<file path="src/rtl/act_mon_pkg.sv">
`timescale 1ns/1ps
package act_mon_pkg;

    localparam int NFIX    = 4;
    localparam int SLOT_N  = 16;
    localparam int IDX_W   = $clog2(SLOT_N);

    localparam logic [1:0] PRIV_USER = 2'd0;

    typedef enum logic [2:0] {
        ST_IDLE  = 3'd0,
        ST_DATA  = 3'd1,
        ST_WACK  = 3'd2,
        ST_RSVD  = 3'd3,
        ST_TRAP  = 3'd4,
        ST_UNDEF = 3'd5
    } acc_state_e;

endpackage

</file>
<file path="src/rtl/act_mon_counter.sv">
`timescale 1ns/1ps
module act_mon_counter #(
    parameter int W = 64
) (
    input  logic         clk,
    input  logic         rst_n,
    input  logic         inc,
    input  logic         wr,
    input  logic [W-1:0] wdata,
    output logic [W-1:0] q
);

    // Write beats an event in the same cycle; all-ones wraps to zero.
    always_ff @(posedge clk or negedge rst_n) begin
        if (!rst_n) begin
            q <= '0;
        end else if (wr) begin
            q <= wdata;
        end else if (inc) begin
            q <= q + W'(1);
        end
    end

endmodule

</file>
<file path="src/rtl/act_mon_readmux.sv">
`timescale 1ns/1ps
module act_mon_readmux #(
    parameter int W    = 64,
    parameter int NCNT = 20
) (
    input  logic [NCNT-1:0][W-1:0] cnt,
    input  logic [NCNT-1:0]        en,
    input  logic [NCNT-1:0]        sel_oh,
    output logic [W-1:0]           word
);

    // Disabled or unselected counters contribute zero.
    always_comb begin
        word = '0;
        for (int i = 0; i < NCNT; i++) begin
            if (sel_oh[i] && en[i]) begin
                word = word | cnt[i];
            end
        end
    end

endmodule

</file>
<file path="src/rtl/act_mon_access.sv">
`timescale 1ns/1ps
module act_mon_access
    import act_mon_pkg::*;
#(
    parameter int W = 64
) (
    input  logic         clk,
    input  logic         rst_n,
    input  logic         acc_req,
    input  logic         acc_wr,
    input  logic         legal,
    input  logic [1:0]   priv,
    input  logic         user_ok,
    input  logic         guest,
    input  logic [W-1:0] rd_word,
    output logic         wr_go,
    output logic         rsp_valid,
    output logic [W-1:0] rsp_rdata,
    output logic         rsp_err,
    output logic         rsp_trap,
    output logic         rsp_undef
);

    acc_state_e   state_q;
    acc_state_e   state_d;
    logic [W-1:0] data_q;

    // Next response, decided from the request in priority order.
    always_comb begin
        if (!acc_req) begin
            state_d = ST_IDLE;
        end else if (guest) begin
            state_d = ST_UNDEF;
        end else if (priv == PRIV_USER && !user_ok) begin
            state_d = ST_TRAP;
        end else if (!legal) begin
            state_d = ST_RSVD;
        end else if (acc_wr) begin
            state_d = ST_WACK;
        end else begin
            state_d = ST_DATA;
        end
    end

    assign wr_go = (state_d == ST_WACK);

    // State register and captured read word.
    always_ff @(posedge clk or negedge rst_n) begin
        if (!rst_n) begin
            state_q <= ST_IDLE;
            data_q  <= '0;
        end else begin
            state_q <= state_d;
            data_q  <= (state_d == ST_DATA) ? rd_word : '0;
        end
    end

    // Response outputs decoded from the state.
    always_comb begin
        rsp_valid = 1'b1;
        rsp_rdata = '0;
        rsp_err   = 1'b0;
        rsp_trap  = 1'b0;
        rsp_undef = 1'b0;
        unique case (state_q)
            ST_IDLE:  rsp_valid = 1'b0;
            ST_DATA:  rsp_rdata = data_q;
            ST_WACK:  rsp_rdata = '0;
            ST_RSVD:  rsp_err   = 1'b1;
            ST_TRAP:  rsp_trap  = 1'b1;
            ST_UNDEF: rsp_undef = 1'b1;
            default:  rsp_valid = 1'b0;
        endcase
    end

endmodule

</file>
<file path="src/rtl/act_mon_bank.sv">
`timescale 1ns/1ps
module act_mon_bank
    import act_mon_pkg::*;
#(
    parameter int CNT_W = 64,
    parameter int AUX_N = 16
) (
    input  logic             clk,
    input  logic             rst_n,
    input  logic             ev_core,
    input  logic             ev_tick,
    input  logic             ev_retire,
    input  logic             ev_stall,
    input  logic [AUX_N-1:0] ev_aux,
    input  logic             in_wait,
    input  logic [3:0]       en_fix,
    input  logic [AUX_N-1:0] en_aux,
    input  logic [1:0]       priv,
    input  logic             user_ok,
    input  logic             guest,
    input  logic             acc_req,
    input  logic             acc_wr,
    input  logic             acc_grp,
    input  logic [3:0]       acc_idx,
    input  logic [CNT_W-1:0] acc_wdata,
    output logic             rsp_valid,
    output logic [CNT_W-1:0] rsp_rdata,
    output logic             rsp_err,
    output logic             rsp_trap,
    output logic             rsp_undef
);

    localparam int NCNT = NFIX + AUX_N;

    logic [NCNT-1:0]            ev_vec;
    logic [NCNT-1:0]            en_vec;
    logic [NCNT-1:0]            sel_oh;
    logic [NCNT-1:0]            wr_vec;
    logic [NCNT-1:0][CNT_W-1:0] cnt_all;
    logic [CNT_W-1:0]           rd_word;
    logic                       legal;
    logic                       wr_go;

    // Flat order: fixed group first (fixed order matters), then auxiliaries.
    assign ev_vec = {ev_aux, ev_stall, ev_retire, ev_tick, ev_core};
    assign en_vec = {en_aux, en_fix};

    generate
        for (genvar i = 0; i < NCNT; i++) begin : g_cnt
            if (i < NFIX) begin : g_fix
                assign sel_oh[i] = !acc_grp && (acc_idx == IDX_W'(i));
            end else begin : g_aux
                assign sel_oh[i] = acc_grp && (acc_idx == IDX_W'(i - NFIX));
            end

            assign wr_vec[i] = wr_go && sel_oh[i];

            act_mon_counter #(.W(CNT_W)) u_cnt (
                .clk   (clk),
                .rst_n (rst_n),
                .inc   (ev_vec[i] && en_vec[i] && !in_wait),
                .wr    (wr_vec[i]),
                .wdata (acc_wdata),
                .q     (cnt_all[i])
            );
        end
    endgenerate

    assign legal = |sel_oh;

    act_mon_readmux #(.W(CNT_W), .NCNT(NCNT)) u_rmux (
        .cnt    (cnt_all),
        .en     (en_vec),
        .sel_oh (sel_oh),
        .word   (rd_word)
    );

    act_mon_access #(.W(CNT_W)) u_acc (
        .clk       (clk),
        .rst_n     (rst_n),
        .acc_req   (acc_req),
        .acc_wr    (acc_wr),
        .legal     (legal),
        .priv      (priv),
        .user_ok   (user_ok),
        .guest     (guest),
        .rd_word   (rd_word),
        .wr_go     (wr_go),
        .rsp_valid (rsp_valid),
        .rsp_rdata (rsp_rdata),
        .rsp_err   (rsp_err),
        .rsp_trap  (rsp_trap),
        .rsp_undef (rsp_undef)
    );

endmodule

</file>
<file path="config.mk">
export PLATFORM = sky130hd
export DESIGN_NAME = act_mon_bank
export DESIGN_NICKNAME = d
export VERILOG_FILES = /design/src/rtl/act_mon_pkg.sv /design/src/rtl/act_mon_counter.sv /design/src/rtl/act_mon_readmux.sv /design/src/rtl/act_mon_access.sv /design/src/rtl/act_mon_bank.sv
export SDC_FILE = /design/constraint.sdc
export NUM_CORES = 2
export LEC_CHECK = 0
export BUFFER_PORTS_ARGS = -buffer_cell sky130_fd_sc_hd__buf_4
export CAP_MARGIN = 40
export CORE_ASPECT_RATIO = 0.7
export CORE_MARGIN = 1.5
export CORE_UTILIZATION = 30
export CTS_CLUSTER_SIZE = 25
export DETAILED_ROUTE_END_ITERATION = 7
export PLACE_DENSITY_LB_ADDON = 0.08
export SLEW_MARGIN = 20
export SYNTH_ARGS = -nofsm -noshare
export SYNTH_HDL_FRONTEND = slang
export SYNTH_SLANG_ARGS = --single-unit
</file>
<file path="constraint.sdc">
create_clock -name clk -period 2.71 [get_ports clk]
set_input_delay 0.4065 -clock clk [delete_from_list [all_inputs] [get_ports clk]]
set_output_delay 0.4065 -clock clk [all_outputs]
set_load 0.01 [all_outputs]
</file>
==> run summary <==
Antenna viol nets, final = 0
Largest cells by area after synthesis = sky130_fd_sc_hd__dfrtp_1 (42%), sky130_fd_sc_hd__xnor2_1 (8.7%), sky130_fd_sc_hd__nand2_1 (5.6%), sky130_fd_sc_hd__xor2_1 (4.8%), sky130_fd_sc_hd__nor2_1 (4.5%)
Leakage power = 40.7 nW
Violated checks = setup timing
Residual DRC count = 0
Final worst-path cycle share = 1.03
Commonest cells post-synth = sky130_fd_sc_hd__dfrtp_1 (1347), sky130_fd_sc_hd__nand2_1 (1210), sky130_fd_sc_hd__nor2_1 (971)
Setup violators final = 2
Final nets = 10875
GRT Util Overall = 0.358
Net count after synthesis = 9784
Footprint of the multi-input gates = 0.0444 mm^2
Clk root buf = sky130_fd_sc_hd__clkbuf_16
Result of the run = finished with violations
Non-filler cells in the finished layout = 14414
Share of layout cells above drive strength 1 = 0.179
# placed instances = 14043
Fillers = 27156
Drt first pass iters = 7
Category of the critical setup timing path = reg2reg
Clock transition at path regs = 0.07 ns
Post-synthesis instance area = 0.0809 mm^2
Routed via count divided by cell count = 5.85
Detailed placement HPWL = 405000 um
Post-synthesis instance total = 9646
Final weighted congestion of routability-driven global placement = 1.06
Drt first-iter violations = 12261
Count of input and output buffers = 185
Critical path capture point type = register
TritonCTS clock tree = done
Share of synthesized registers carrying an async set or reset = 1.00
Post-layout worst setup margin = -0.0682 ns
Endpoint arrival time on the critical path = 3.55 ns
Top fanout value on the critical path = 3
Final hold violations = 0
Initial antenna violation count = 47
Worst ir drop on vdd = 0.439 mV
Count of flip-flops with a built-in enable after synthesis = 0
Setup repair after global routing missed its margin = yes
Final WL = 503000 um
Width of the die = 624 um
Wire per inst = 34.9 um
Top flip-flop cell by instance count after synthesis = sky130_fd_sc_hd__dfrtp_1
Boundary pin count = 186
Clock sink count = 1347
Share of Yosys cell area claimed by the top area cell type = 0.417
Share of the core filled with cells = 0.385
Data required time at the worst endpoint = 3.49 ns
Via count = 84309
Core Footprint = 0.268 mm^2
Top achievable clock speed = 360 MHz
Inserted Clock Buffers = 169
Part of the Yosys area used for sequential elements = 0.417
Time the final worst path needs with I/O delays and setup = 2.78 ns
Relative slew slack = 0.275
Layout area overhead = 27.5%
Post-synthesis cell type with the largest combined area = sky130_fd_sc_hd__dfrtp_1
Height of the die = 437 um
Power per unit of standard cell area = 572 mW/mm^2
Number of different library cells in the post-synthesis netlist = 56
Floorplan row count = 159
Clock Path Buffers = 4
Grt ovf = 0
Pins over their slew limit = 0
Effective utilization at floorplan = 0.302
Max-cap violation count = 0
Full die area = 0.273 mm^2
Classification of the worst-slack hold path = in2reg
Maximum number of pins on one net before global-route repair = 140
H-tree Lvls = 4
Clk_skew = 0.0393 ns
Slew at the pin with the worst max-slew slack = 1.09 ns
First-pass GRT wire length = 670000 um
Sort of element at the start of the critical path = register
Average instance area after synthesis = 8.39 um^2
Clock insertion delay at the later pin of the skew report = 0.87 ns
Most numerous cell in the Yosys netlist = sky130_fd_sc_hd__dfrtp_1
Synthesis Warnings = 0
Number of global-route vias before repair = 77143
Area used by sequential logic in the layout = 0.0337 mm^2
Synthesized flop and latch total = 1347
==> metrics by stage <==
| stage | setup TNS [ns] | setup WS (ns) | hold WS, ns | power [W] | cell area, um^2 |
|---|---|---|---|---|---|
| 6_report | -0.0874 | -0.0682 | 0.0387 | 0.0590 | 103000 |
| 5_1_grt | -0.214 | -0.0994 | 0.0428 | 0.0605 | 103000 |
| 4_1_cts | -0.117 | -0.0671 | 0.0000446 | 0.0585 | 103000 |
| 3_5_place_dp | -85.08 | -0.690 | 0.301 | 0.0346 | 96800 |
| 3_3_place_gp | -78.69 | -0.671 | 0.302 | 0.0344 | 96800 |
| 2_1_floorplan | 0 | 0.131 | 0.111 | 0.0279 | 80900 |
==> layout make-up <==
type / count / share of cell area
sequential: 1347 / 0.327
tap: 3542 / 0.0430
clock buffer: 240 / 0.0478
timing repair buffer: 1589 / 0.139
multi-input combinational: 7444 / 0.431
inverter: 186 / 0.00677
clock inverter: 51 / 0.00536
antenna: 15 / 0.000364
==> critical path, stage by stage (launching register included) <==
cell and delay (ns):
sky130_fd_sc_hd__dfrtp_1 0.39, sky130_fd_sc_hd__nand4b_1 0.14, sky130_fd_sc_hd__buf_6 0.16, sky130_fd_sc_hd__or4_4 0.51, sky130_fd_sc_hd__or4_4 0.50, sky130_fd_sc_hd__or3_4 0.39, sky130_fd_sc_hd__or4_4 0.42, sky130_fd_sc_hd__a31oi_1 0.17
==> routing by layer <==
metal	share of wire	track usage	vias up	wire length (um)
li1	-	-	36416	-
met2	0.35	0.426	4746	174000
met4	0.022	0.0683	8	11000
met5	0.000099	0	-	50
met1	0.46	0.533	42642	230000
met3	0.17	0.213	497	88000
==> worst paths after layout <==
check / startpoint / endpoint / slack [ns] / cells past startpoint
max: g_cnt[16].u_cnt.q[8]$_DFFE_PN0P_ / g_cnt[16].u_cnt.q[55]$_DFFE_PN0P_ / -0.07 / 7
min: acc_wdata[3] / g_cnt[17].u_cnt.q[3]$_DFFE_PN0P_ / 0.04 / 3
max reg2reg: g_cnt[16].u_cnt.q[8]$_DFFE_PN0P_ / g_cnt[16].u_cnt.q[55]$_DFFE_PN0P_ / -0.07 / 7
min reg2reg: g_cnt[17].u_cnt.q[1]$_DFFE_PN0P_ / g_cnt[17].u_cnt.q[1]$_DFFE_PN0P_ / 0.58 / 2
max in group asynchronous: rst_n / g_cnt[16].u_cnt.q[58]$_DFFE_PN0P_ / 1.34 / 3
min in group asynchronous: rst_n / g_cnt[18].u_cnt.q[3]$_DFFE_PN0P_ / 0.08 / 2
==> flip-flops by register name (all words and copies together) (netlist names) <==
register,cells
u_acc.state_q,3
g_cnt.u_cnt.q,1280
u_acc.data_q,64
==> cells in the final DEF, fill, tap and decap left out, drive strengths merged, types with 9 or more instances in the layout <==
master	netlist	final
o21ai	675	675
nand3b	22	22
xor2	444	444
ha	20	20
a21oi	574	574
a22oi	180	180
and3	206	206
nand4	399	399
or4	30	30
mux2	16	16
nand2	1210	1210
or3	29	29
diode	0	15
nor3	348	348
mux2i	13	13
xnor2	804	804
bufinv	0	10
and2	101	101
and4	98	98
inv	186	187
clkinv	0	33
a221oi	230	230
nand4b	12	12
buf	92	1529
nor3b	9	9
a22o	230	230
a31oi	74	74
nor4	221	221
nor2b	10	10
nand3	439	439
nor2	971	971
clkbuf	577	240
dlygate4sd3	0	60
and3b	18	18
dfrtp	1347	1347
or2	28	28
==> kinds of logic after synthesis <==
logic type | Yosys count | share of synthesized area
and+or+nand+nor | 4176 | 0.251
AOI/OAI and AO/OA | 1971 | 0.150
DFF | 1347 | 0.417
xor gates and xnor gates | 1248 | 0.135
buffers and inverters | 855 | 0.0403
muxes | 29 | 0.00384
adders and majority gates | 20 | 0.00309
==> power breakdown <==
group / total [W] / switching, W / internal, W
Clock: 0.0238 / 0.0103 / 0.0136
Sequential: 0.0256 / 0.00345 / 0.0221
Combinational: 0.00958 / 0.00617 / 0.00341
==> what timing repair did <==
action	CTS	global route
setup buffers	2	2
endpoints found under the hold margin	1085	0
pin swaps	5	4
hold buffers	60	0
cloned	1	0
resized for setup	15	18
setup endpoints to repair	11	35
Note: power is estimated with default switching activity, not from simulation.
